--- config.mk ---
export PLATFORM = sky130hd
export DESIGN_NAME = dphy_lane_seq
export DESIGN_NICKNAME = d
export VERILOG_FILES = /design/src/rtl/dphy_seq_pkg.sv /design/src/rtl/dphy_tim_snap.sv /design/src/rtl/dphy_seq_fsm.sv /design/src/rtl/dphy_lane_drv.sv /design/src/rtl/dphy_lane_seq.sv
export SDC_FILE = /design/constraint.sdc
export NUM_CORES = 1
export LEC_CHECK = 0
export ABC_AREA = 0
export BUFFER_PORTS_ARGS = -buffer_cell sky130_fd_sc_hd__buf_2
export CAP_MARGIN = 20
export CORE_MARGIN = 1.5
export CORE_UTILIZATION = 55
export CTS_CLUSTER_SIZE = 16
export DETAILED_ROUTE_END_ITERATION = 10
export PLACE_DENSITY_LB_ADDON = 0.05
export SETUP_SLACK_MARGIN = 0.1
export SLEW_MARGIN = 15
export SYNTH_ARGS = -nofsm -noshare
export SYNTH_HDL_FRONTEND = slang
export SYNTH_SLANG_ARGS = --single-unit
export TNS_END_PERCENT = 10
--- constraint.sdc ---
create_clock -name clk -period 2.65 [get_ports clk]
set_input_delay 0.1325 -clock clk [delete_from_list [all_inputs] [get_ports clk]]
set_output_delay 0.1325 -clock clk [all_outputs]
set_load 0.02 [all_outputs]
--- src/rtl/dphy_seq_pkg.sv ---
package dphy_seq_pkg;

   typedef enum logic [2:0] {
      LN_IDLE  = 3'd0,
      LN_LP01  = 3'd1,
      LN_LP00  = 3'd2,
      LN_HSZ   = 3'd3,
      LN_SYNC  = 3'd4,
      LN_DATA  = 3'd5,
      LN_TRAIL = 3'd6
   } lane_st_e;

   localparam int NUM_FLD = 5;
   localparam int F_LPX   = 0;
   localparam int F_EXIT  = 1;
   localparam int F_PREP  = 2;
   localparam int F_ZERO  = 3;
   localparam int F_TRAIL = 4;

   // 0: field lives in the low-power word, 1: in the high-speed word
   function automatic int fld_word(input int f);
      return (f == F_LPX || f == F_EXIT) ? 0 : 1;
   endfunction

   // slot index of the field inside its word (slot * field width = lsb)
   function automatic int fld_slot(input int f);
      case (f)
         F_LPX:   return 1;
         F_EXIT:  return 0;
         F_PREP:  return 0;
         F_ZERO:  return 1;
         default: return 2;
      endcase
   endfunction

endpackage

--- src/rtl/dphy_tim_snap.sv ---
module dphy_tim_snap
   import dphy_seq_pkg::*;
#(
   parameter int REG_W = 32,
   parameter int FW    = 8
) (
   input  logic             clk,
   input  logic             rst_n,
   input  logic             sample_en,
   input  logic [REG_W-1:0] cfg_lp_word,
   input  logic [REG_W-1:0] cfg_hs_word,
   output logic [FW-1:0]    live_lpx,
   output logic [FW-1:0]    t_exit,
   output logic [FW-1:0]    t_prep,
   output logic [FW-1:0]    t_zero,
   output logic [FW-1:0]    t_trail
);
   localparam int LPX_LSB = fld_slot(F_LPX) * FW;

   logic [FW-1:0] snap [NUM_FLD];

   assign live_lpx = cfg_lp_word[LPX_LSB +: FW];

   for (genvar k = 0; k < NUM_FLD; k++) begin : g_fld
      localparam int LSB = fld_slot(k) * FW;
      logic [FW-1:0] raw;
      logic [FW-1:0] q;
      if (fld_word(k) == 0) begin : g_lp
         assign raw = cfg_lp_word[LSB +: FW];
      end else begin : g_hs
         assign raw = cfg_hs_word[LSB +: FW];
      end
      always_ff @(posedge clk or negedge rst_n) begin
         if (!rst_n)         q <= '0;
         else if (sample_en) q <= raw;
      end
      assign snap[k] = q;
   end

   assign t_exit  = snap[F_EXIT];
   assign t_prep  = snap[F_PREP];
   assign t_zero  = snap[F_ZERO];
   assign t_trail = snap[F_TRAIL];

endmodule

--- src/rtl/dphy_seq_fsm.sv ---
module dphy_seq_fsm
   import dphy_seq_pkg::*;
#(
   parameter int          FW   = 8,
   parameter int          DW   = 8,
   parameter logic [DW-1:0] SYNC = 8'hB8
) (
   input  logic          clk,
   input  logic          rst_n,
   input  logic          tx_req,
   input  logic          tx_valid,
   input  logic [DW-1:0] tx_data,
   input  logic          tx_last,
   input  logic [FW-1:0] live_lpx,
   input  logic [FW-1:0] t_exit,
   input  logic [FW-1:0] t_prep,
   input  logic [FW-1:0] t_zero,
   input  logic [FW-1:0] t_trail,
   output lane_st_e      st,
   output logic [DW-1:0] data_q,
   output logic          tx_ready,
   output logic          sample_en,
   output logic          collapse,
   output logic          err_sticky
);
   lane_st_e      st_d;
   logic [FW-1:0] rem_q, rem_d;
   logic          busy_q, busy_d;
   logic [DW-1:0] data_d;
   logic          last_q, last_d;
   logic          zero_hit;

   function automatic logic [FW-1:0] hold_of(input logic [FW-1:0] c);
      return (c == '0) ? '0 : c - 1'b1;
   endfunction

   always_comb begin
      st_d     = st;
      rem_d    = rem_q;
      busy_d   = busy_q;
      data_d   = data_q;
      last_d   = last_q;
      zero_hit = 1'b0;
      case (st)
         LN_IDLE: begin
            if (busy_q) begin
               if (rem_q == '0) busy_d = 1'b0;
               else             rem_d  = rem_q - 1'b1;
            end else if (tx_req) begin
               st_d     = LN_LP01;
               rem_d    = hold_of(live_lpx);
               zero_hit = (live_lpx == '0);
            end
         end
         LN_LP01: begin
            if (rem_q != '0) rem_d = rem_q - 1'b1;
            else begin
               st_d     = LN_LP00;
               rem_d    = hold_of(t_prep);
               zero_hit = (t_prep == '0);
            end
         end
         LN_LP00: begin
            if (rem_q != '0) rem_d = rem_q - 1'b1;
            else begin
               st_d     = LN_HSZ;
               rem_d    = hold_of(t_zero);
               zero_hit = (t_zero == '0);
            end
         end
         LN_HSZ: begin
            if (rem_q != '0) rem_d = rem_q - 1'b1;
            else             st_d  = LN_SYNC;
         end
         LN_SYNC: begin
            if (tx_valid) begin
               st_d   = LN_DATA;
               data_d = tx_data;
               last_d = tx_last;
            end else begin
               st_d     = LN_TRAIL;
               data_d   = SYNC;
               rem_d    = hold_of(t_trail);
               zero_hit = (t_trail == '0);
            end
         end
         LN_DATA: begin
            if (last_q || !tx_valid) begin
               st_d     = LN_TRAIL;
               rem_d    = hold_of(t_trail);
               zero_hit = (t_trail == '0);
            end else begin
               data_d = tx_data;
               last_d = tx_last;
            end
         end
         LN_TRAIL: begin
            if (rem_q != '0) rem_d = rem_q - 1'b1;
            else begin
               st_d     = LN_IDLE;
               busy_d   = 1'b1;
               rem_d    = hold_of(t_exit);
               zero_hit = (t_exit == '0);
            end
         end
         default: st_d = LN_IDLE;
      endcase
   end

   always_ff @(posedge clk or negedge rst_n) begin
      if (!rst_n) begin
         st         <= LN_IDLE;
         rem_q      <= '0;
         busy_q     <= 1'b0;
         data_q     <= '0;
         last_q     <= 1'b0;
         collapse   <= 1'b0;
         err_sticky <= 1'b0;
      end else begin
         st         <= st_d;
         rem_q      <= rem_d;
         busy_q     <= busy_d;
         data_q     <= data_d;
         last_q     <= last_d;
         collapse   <= zero_hit;
         err_sticky <= err_sticky | zero_hit;
      end
   end

   assign tx_ready  = (st == LN_SYNC) || (st == LN_DATA && !last_q);
   assign sample_en = (st == LN_IDLE);

endmodule

--- src/rtl/dphy_lane_drv.sv ---
module dphy_lane_drv
   import dphy_seq_pkg::*;
#(
   parameter int            DW      = 8,
   parameter logic [DW-1:0] SYNC    = 8'hB8,
   parameter bit            REG_OUT = 1'b0
) (
   input  logic          clk,
   input  logic          rst_n,
   input  lane_st_e      st,
   input  logic [DW-1:0] data_q,
   output logic          lp_dp,
   output logic          lp_dn,
   output logic          hs_en,
   output logic [DW-1:0] hs_byte
);
   logic          dp_c, dn_c, hs_c;
   logic [DW-1:0] byte_c;

   always_comb begin
      dp_c   = 1'b0;
      dn_c   = 1'b0;
      hs_c   = 1'b0;
      byte_c = '0;
      case (st)
         LN_IDLE:  begin dp_c = 1'b1; dn_c = 1'b1; end
         LN_LP01:  dn_c = 1'b1;
         LN_LP00:  ;
         LN_HSZ:   hs_c = 1'b1;
         LN_SYNC:  begin hs_c = 1'b1; byte_c = SYNC; end
         LN_DATA:  begin hs_c = 1'b1; byte_c = data_q; end
         LN_TRAIL: begin hs_c = 1'b1; byte_c = {DW{~data_q[DW-1]}}; end
         default:  begin dp_c = 1'b1; dn_c = 1'b1; end
      endcase
   end

   if (REG_OUT) begin : g_reg
      always_ff @(posedge clk or negedge rst_n) begin
         if (!rst_n) begin
            lp_dp   <= 1'b1;
            lp_dn   <= 1'b1;
            hs_en   <= 1'b0;
            hs_byte <= '0;
         end else begin
            lp_dp   <= dp_c;
            lp_dn   <= dn_c;
            hs_en   <= hs_c;
            hs_byte <= byte_c;
         end
      end
   end else begin : g_comb
      assign lp_dp   = dp_c;
      assign lp_dn   = dn_c;
      assign hs_en   = hs_c;
      assign hs_byte = byte_c;
   end

endmodule

--- src/rtl/dphy_lane_seq.sv ---
module dphy_lane_seq
   import dphy_seq_pkg::*;
#(
   parameter int            REG_W   = 32,
   parameter int            FW      = 8,
   parameter int            DW      = 8,
   parameter logic [DW-1:0] SYNC    = 8'hB8,
   parameter bit            REG_OUT = 1'b0
) (
   input  logic             clk,
   input  logic             rst_n,
   input  logic             tx_req,
   input  logic             tx_valid,
   input  logic [DW-1:0]    tx_data,
   input  logic             tx_last,
   output logic             tx_ready,
   input  logic [REG_W-1:0] cfg_lp_word,
   input  logic [REG_W-1:0] cfg_hs_word,
   output logic             lp_dp,
   output logic             lp_dn,
   output logic             hs_en,
   output logic [DW-1:0]    hs_byte,
   output logic             collapse,
   output logic             err_sticky
);
   localparam int MAX_SLOT = 3;

   if (REG_W < MAX_SLOT * FW) begin : g_bad_regw
      $error("dphy_lane_seq: REG_W too narrow for three count fields");
   end
   if (FW < 1 || FW > 16) begin : g_bad_fw
      $error("dphy_lane_seq: FW must lie in 1..16");
   end
   if (DW < 2) begin : g_bad_dw
      $error("dphy_lane_seq: DW must be at least 2");
   end

   lane_st_e      st;
   logic [DW-1:0] data_q;
   logic          sample_en;
   logic [FW-1:0] live_lpx, t_exit, t_prep, t_zero, t_trail;

   dphy_tim_snap #(.REG_W(REG_W), .FW(FW)) u_snap (
      .clk         (clk),
      .rst_n       (rst_n),
      .sample_en   (sample_en),
      .cfg_lp_word (cfg_lp_word),
      .cfg_hs_word (cfg_hs_word),
      .live_lpx    (live_lpx),
      .t_exit      (t_exit),
      .t_prep      (t_prep),
      .t_zero      (t_zero),
      .t_trail     (t_trail)
   );

   dphy_seq_fsm #(.FW(FW), .DW(DW), .SYNC(SYNC)) u_fsm (
      .clk        (clk),
      .rst_n      (rst_n),
      .tx_req     (tx_req),
      .tx_valid   (tx_valid),
      .tx_data    (tx_data),
      .tx_last    (tx_last),
      .live_lpx   (live_lpx),
      .t_exit     (t_exit),
      .t_prep     (t_prep),
      .t_zero     (t_zero),
      .t_trail    (t_trail),
      .st         (st),
      .data_q     (data_q),
      .tx_ready   (tx_ready),
      .sample_en  (sample_en),
      .collapse   (collapse),
      .err_sticky (err_sticky)
   );

   dphy_lane_drv #(.DW(DW), .SYNC(SYNC), .REG_OUT(REG_OUT)) u_drv (
      .clk     (clk),
      .rst_n   (rst_n),
      .st      (st),
      .data_q  (data_q),
      .lp_dp   (lp_dp),
      .lp_dn   (lp_dn),
      .hs_en   (hs_en),
      .hs_byte (hs_byte)
   );

endmodule

==> results_dict.tcl, run 1 <==
set metrics [dict create \
    areaGrowthSynthToFinish_pct 19.4 \
    p_per_area_nw_per_um2 1170 \
    cts_max_level 2 \
    yosys-top-cells-count "nand2_1 (105), dfrtp_1 (55), nor2_1 (35), inv_1 (26), a21oi_1 (25)" \
    grt_pass1_wl_um 18400 \
    post_drt_wl_per_cell_um 16.6 \
    track_usage_pct 30.5 \
    fin_crit_sh_pct 91.1 \
    yosysUniqueCellTypes 70 \
    multiInputGateArea_um2 2430 \
    antenna_found_initial 0 \
    netlist_instances 500 \
    yosysWarningCount 0 \
    r2r-end "u_fsm.rem_q[7]$_DFFE_PN0P_" \
    gp_congestion 0.947 \
    placed_cells 662 \
    async_reset_ff_share_pct 100 \
    path_cells "or4_4 > nor3_1 > mux2_1 > o221a_1 > a211o_1 > a22o_1" \
    n_antenna_cell 0 \
    crit_end "u_fsm.rem_q[7]$_DFFE_PN0P_" \
    core_um2 6910 \
    num_io_pins 91 \
    yosysMostFrequentCell "nand2_1" \
    grt_use_met2_pct 49.3 \
    cts_made_buffers 5 \
    die_w_um 88.3 \
    detail_route.first_pass.iterations 5 \
    yosys_register_bits 55 \
    clock_sinks 55 \
    via_per_inst 5.98 \
    yosysTopAreaCell "dfrtp_1" \
    drive_gt1_share_pct 19.9 \
    clkTransAtPathRegs_ns 0.11 \
    worstRegToRegCells 6 \
    slew_headroom_pct 52.5 \
    grt_pass1_vias 3827 \
    nets 675 \
    fin_cells 683 \
    cts_setup_buffers 0 \
    dr_total_vias 4082 \
    critPathLaunch "u_snap.t_trail[4]$_DFFE_PN0P_" \
    yosysSeqAreaShare_pct 34.4 \
    cts_tree "done" \
    top_usage_layer "met2" \
    hpwl_um 8370 \
    tns_ns 0 \
    cpPeakStageDelay_ns 0.57 \
    drv_cap 0 \
    tightest_slew_ns 0.713 \
    die_h_um 88.3 \
    fin_ws_ns 0.235 \
    hold_class "in -> reg" \
    drc 0 \
    synth_area_um2 4010 \
    row_count 30 \
    status "finished, final reports clean" \
    cts_buffer_depth 2 \
    r2r_slack_ns 0.23 \
    peakVddDrop_uv 717 \
    setup_viol 0 \
    fmax_mhz 414 \
    ff_latch_area_um2 1380 \
    min_from "cfg_lp_word[4]" \
    cp-start-kind "flip-flop" \
    synth_area_leaders "dfrtp_1 (34%), nand2_1 (9.8%), ha_1 (3.7%), nor2_1 (3.3%), a21oi_1 (3.1%)" \
    portBuffers 66 \
    synth_nets 589 \
    drv_slew 0 \
    met3_usage_pct 4.57 \
    rsz0062_at_grt "false" \
    r2r-start "u_snap.t_trail[4]$_DFFE_PN0P_" \
    crit_path_end_kind "flip-flop" \
    drt-initial-drc-count 296 \
    ant_nets 0 \
    crit_fanout 6 \
    grt_util_met1_pct 42.9 \
    avgSynthCellArea_um2 8.01 \
    synth_top_cell_area_share_pct 34.4 \
    wirelength_um 11400 \
    fillers 623 \
    overflow 0 \
    critPathKind "reg -> reg" \
    root_buffer "clkbuf_8" \
    place_ws_ns 0.208 \
    clk_latency_ns 0.32 \
    synth_edf_count 0 \
    arrival_ns 2.62 \
    initial_utilization_pct 58.0 \
    yosys_most_used_dff "dfrtp_1" \
    min_period_ns 2.42 \
    slowest_stage "or4_4" \
    static-leakage-power_nw 2.22 \
    cp.required_ns 2.86 \
    fin_skew_ns 0.0127 \
    finalHoldViolCount 0 \
    grt_max_degree 56 \
    die_area_um2 7800 \
]
-- critical path, delay by kind of cell (launching register included) --
kind	cells	cell delay, ns
multiplexers	1	0.39
AO/OA/AOI/OAI	3	0.67
AND/OR/NAND/NOR	2	0.79
flip-flops	1	0.45
-- registers in the layout, summed over array words and instances (netlist names) --
| name | count |
|---|---|
| u_fsm.st | 3 |
| u_snap.t_exit | 8 |
| u_fsm.data_q | 8 |
| u_fsm.rem_q | 8 |
| u_snap.t_trail | 8 |
| u_snap.t_zero | 8 |
| u_snap.t_prep | 8 |
| u_fsm.collapse | 1 |
| u_fsm.last_q | 1 |
| u_fsm.err_sticky | 1 |
| u_fsm.busy_q | 1 |
-- where the power goes --
part / internal [W] / switching, W / total [W]
combinational: 0.00134 / 0.00190 / 0.00325
clock: 0.000286 / 0.000296 / 0.000582
sequential: 0.00123 / 0.000538 / 0.00177
total: 0.00286 / 0.00274 / 0.00560
-- worst min path at each step --
stage	to	slack, ns	cells after the start
finish	u_snap.t_exit[4]$_DFFE_PN0P_	0.0009	3
global placement	u_snap.t_prep[6]$_DFFE_PN0P_	0.31	2
global route	u_snap.t_prep[5]$_DFFE_PN0P_	0.006	3
floorplan	u_fsm.busy_q$_DFFE_PN0P_	-0.16	0
CTS	u_snap.t_prep[6]$_DFFE_PN0P_	0.0005	3
detailed placement	u_snap.t_prep[6]$_DFFE_PN0P_	0.31	2
-- routing by layer --
layer  up-vias  part of all wire (%)
li1       1969                     -
met1      1946                    47
met2       143                    46
met3        24                   4.6
met4         0                   2.1
met5         -                     0
-- area by class of cell --
class	instances	area share, %
clock buffers	6	1.52
clock inverters	2	0.811
inverters	29	2.28
multi-input cells	393	50.9
flip-flops and latches	55	28.8
well taps	96	2.51
repair buffers	102	13.2
-- logic make-up after synthesis --
group | share of synthesized area [%]
buffers and inverters | 5.12
adders and majority gates | 3.75
AOI/OAI and AO/OA | 24.6
DFF | 34.4
muxes | 1.34
and+or+nand+nor | 26.5
xor gates and xnor gates | 4.37
-- what timing repair did --
item | in CTS | in global routing
endpoints found under the hold margin | 67 | 0
hold buffers | 13 | 0
setup endpoints to repair | 0 | 1
resized for setup | 0 | 1
-- per-stage QoR --
| step | area [µm²] | utilization [%] | total power [W] | hold slack, ns |
|---|---|---|---|---|
| 3_3_place_gp | 4540 | 65.7 | 0.00483 | 0.309 |
| 5_1_grt | 4780 | 69.3 | 0.00602 | 0.00587 |
| 3_5_place_dp | 4540 | 65.7 | 0.00493 | 0.311 |
| 4_1_cts | 4780 | 69.2 | 0.00553 | 0.000460 |
| 2_1_floorplan | 4010 | - | 0.00395 | -0.163 |
| 6_report | 4780 | 69.3 | 0.00560 | 0.000904 |
-- placed cells by master (no fill, tap or decap), types with 3 or more instances in the layout --
cell type,instances
dfrtp_1,55
buf_4,23
inv_1,26
a22o_1,9
o21a_1,8
nand3_1,5
clkbuf_8,5
or3_1,7
and2_1,3
a21o_1,3
or4_4,3
nand2_1,105
or4_1,6
o211ai_1,5
a21oi_1,25
o21ai_1,20
a211oi_1,5
xor2_1,8
or3b_1,3
o31ai_1,7
o22ai_1,3
a211o_1,3
ha_1,12
a221oi_1,4
nor3_1,12
o21ai_0,19
nor3b_1,5
dlygate4sd3_1,13
nor2_1,35
a21boi_1,4
nor2b_1,4
nor3_2,3
buf_2,66
xnor2_1,12
nor4_1,7
a31oi_1,3
Power figures use the tool's default switching activity.
==> run 2, diff against run 1 <==
--- a/config.mk
+++ b/config.mk
@@ -12,7 +12,8 @@
 export CORE_UTILIZATION = 55
 export CTS_CLUSTER_SIZE = 16
 export DETAILED_ROUTE_END_ITERATION = 10
-export PLACE_DENSITY_LB_ADDON = 0.05
+export GPL_TIMING_DRIVEN = 0
+export PLACE_DENSITY = 0.81
 export SETUP_SLACK_MARGIN = 0.1
 export SLEW_MARGIN = 15
 export SYNTH_ARGS = -nofsm -noshare
==> run 2 against run 1 <==
Count of clock-buffer cells in the layout up 1. Critical path depth up 3. Final area down 3.2%. Clock skew down 0.0049 ns. Maximum frequency down 1.9%. Critical endpoint is now u_fsm.rem_q[3]$_DFFE_PN0P_. Register-to-register slack worse by 0.05 ns. Worst hold slack better by 0.0063 ns. First-iteration DRC count up 21%. Sequential cell count unchanged. Global-route usage up 0.43 points. Via count down 0.78%. Combinational power up 2%.
==> results_dict.tcl, run 2 (synthesized netlist as in run 1, its figures left out) <==
set metrics [dict create \
    post-route-util_pct 67.0 \
    place_area_um2 4460 \
    num_io_pins 91 \
    die_w_um 88.3 \
    critPathKind "reg -> reg" \
    slew_headroom_pct 48.8 \
    drt-initial-drc-count 358 \
    clock_sinks 55 \
    fillers 627 \
    tns_ns 0 \
    fin_crit_sh_pct 92.9 \
    status "finished, final reports clean" \
    die_h_um 88.3 \
    wirelength_um 11600 \
    tightest_slew_ns 0.764 \
    grt_pass1_vias 3791 \
    drc 0 \
    core_um2 6910 \
    row_count 30 \
    static-leakage-power_nw 2.11 \
    stdcell_area_um2 4630 \
    portBuffers 66 \
    fin_cells 674 \
    cts_tree "done" \
    nets 666 \
    dr_total_vias 4050 \
    rsz0062_at_grt "true" \
    worstRegToRegCells 9 \
    placed_cells 662 \
    setup_viol 0 \
    antenna_found_initial 0 \
    drv_slew 0 \
    areaGrowthSynthToFinish_pct 15.6 \
    min_period_ns 2.46 \
    hold_class "in -> reg" \
    drv_cap 0 \
    p_per_area_nw_per_um2 1190 \
    fin_skew_ns 0.00777 \
    crit_path_end_kind "flip-flop" \
    overflow 0 \
    clkTransAtPathRegs_ns 0.10 \
    track_usage_pct 30.9 \
    cts_made_buffers 5 \
    arrival_ns 2.66 \
    cts_buffer_depth 2 \
    final_common_cell "nand2_1" \
    initial_utilization_pct 58.0 \
    die_area_um2 7800 \
    grt_max_degree 56 \
    cp.required_ns 2.85 \
    peakVddDrop_uv 603 \
    clk_latency_ns 0.31 \
    fmax_mhz 406 \
    final_cell_mix "nand2_1 (104), buf_2 (70), dfrtp_1 (54)" \
    post_drt_wl_per_cell_um 17.3 \
    hpwl_um 8730 \
    root_buffer "clkbuf_8" \
    detail_route.first_pass.iterations 5 \
    cp-start-kind "flip-flop" \
    n_antenna_cell 0 \
    via_per_inst 6.01 \
    drive_gt1_share_pct 19.4 \
    gp_congestion 1.01 \
    finalHoldViolCount 0 \
    grt_pass1_wl_um 18600 \
    whs_path_depth 3 \
    ant_nets 0 \
    crit_fanout 10 \
    cts_max_level 2 \
]
==> run 2: changes by cell type in the layout (fill, tap and decap cells not counted), moves of 3 or more <==
cell	before	now
buf_4	23	5
clkbuf_1	1	17
dlygate4sd3_1	13	1
buf_2	66	70
nor3b_1	5	2
nor3b_2	0	3
==> run 2: timing repair <==
item                       4_1_cts  5_1_grt
resized for setup                2       14
pin swaps                        0        2
setup buffers                    3        0
hold endpoints to repair        55        0
setup endpoints to repair        4       10
hold buffers                     1        0
==> run 2: metal layers <==
layer / GRT usage (%) / wire length [µm] / up-vias
met5: 0 / 0 / -
met4: 9.66 / 284 / 0
met3: 8.02 / 1050 / 28
met2: 48.4 / 5290 / 177
met1: 42.2 / 5020 / 1900
li1: - / - / 1945
==> run 2: path summary, 6_finish.rpt <==
path | to | slack, ns | start
max | u_fsm.rem_q[3]$_DFFE_PN0P_ | 0.19 | u_fsm.rem_q[0]$_DFFE_PN0P_
min | u_snap.t_prep[6]$_DFFE_PN0P_ | 0.007 | cfg_hs_word[6]
max reg2reg | u_fsm.rem_q[3]$_DFFE_PN0P_ | 0.19 | u_fsm.rem_q[0]$_DFFE_PN0P_
min reg2reg | u_fsm.err_sticky$_DFF_PN0_ | 0.51 | u_fsm.err_sticky$_DFF_PN0_
max in group asynchronous | u_fsm.rem_q[0]$_DFFE_PN0P_ | 1.73 | rst_n
min in group asynchronous | u_fsm.rem_q[6]$_DFFE_PN0P_ | 0.40 | rst_n
==> run 2: layout make-up <==
class | count | area (µm²) | area share [%]
Multi-Input combinational cell | 393 | 2480 | 53.5
Clock buffer | 7 | 76.3 | 1.65
Inverter | 29 | 109 | 2.35
Buffer | 23 | 101 | 2.19
Timing Repair Buffer | 70 | 365 | 7.89
Tap cell | 96 | 120 | 2.59
Clock inverter | 1 | 5.00 | 0.108
Sequential cell | 55 | 1380 | 29.7
==> run 2: report_power, final <==
part           switching [W]  internal, W  total, W  leakage [nW]
registers           0.000501      0.00124   0.00174         0.668
clock network       0.000277     0.000187  0.000464        0.0422
logic                0.00202      0.00130   0.00333          1.40
==> run 2: worst max-delay path, stage by stage (launching register included) <==
cell and delay (ns):
dfrtp_2 0.48, inv_2 0.11, ha_1 0.19, nor4b_4 0.32
and2_1 0.17, clkbuf_4 0.21, a21oi_1 0.08, o32a_1 0.42
a211oi_2 0.27, o31ai_1 0.11
==> run 2: metrics by stage <==
stage / power (W) / hold slack, ns / setup WS [ns]
final: 0.00553 / 0.00725 / 0.187
after global routing: 0.00595 / 0.00641 / 0.0991
after CTS: 0.00539 / 0.00344 / 0.107
after detailed placement: 0.00488 / 0.226 / -0.0629
after global placement: 0.00476 / 0.320 / -0.0509
after floorplan: 0.00395 / -0.163 / 0.464
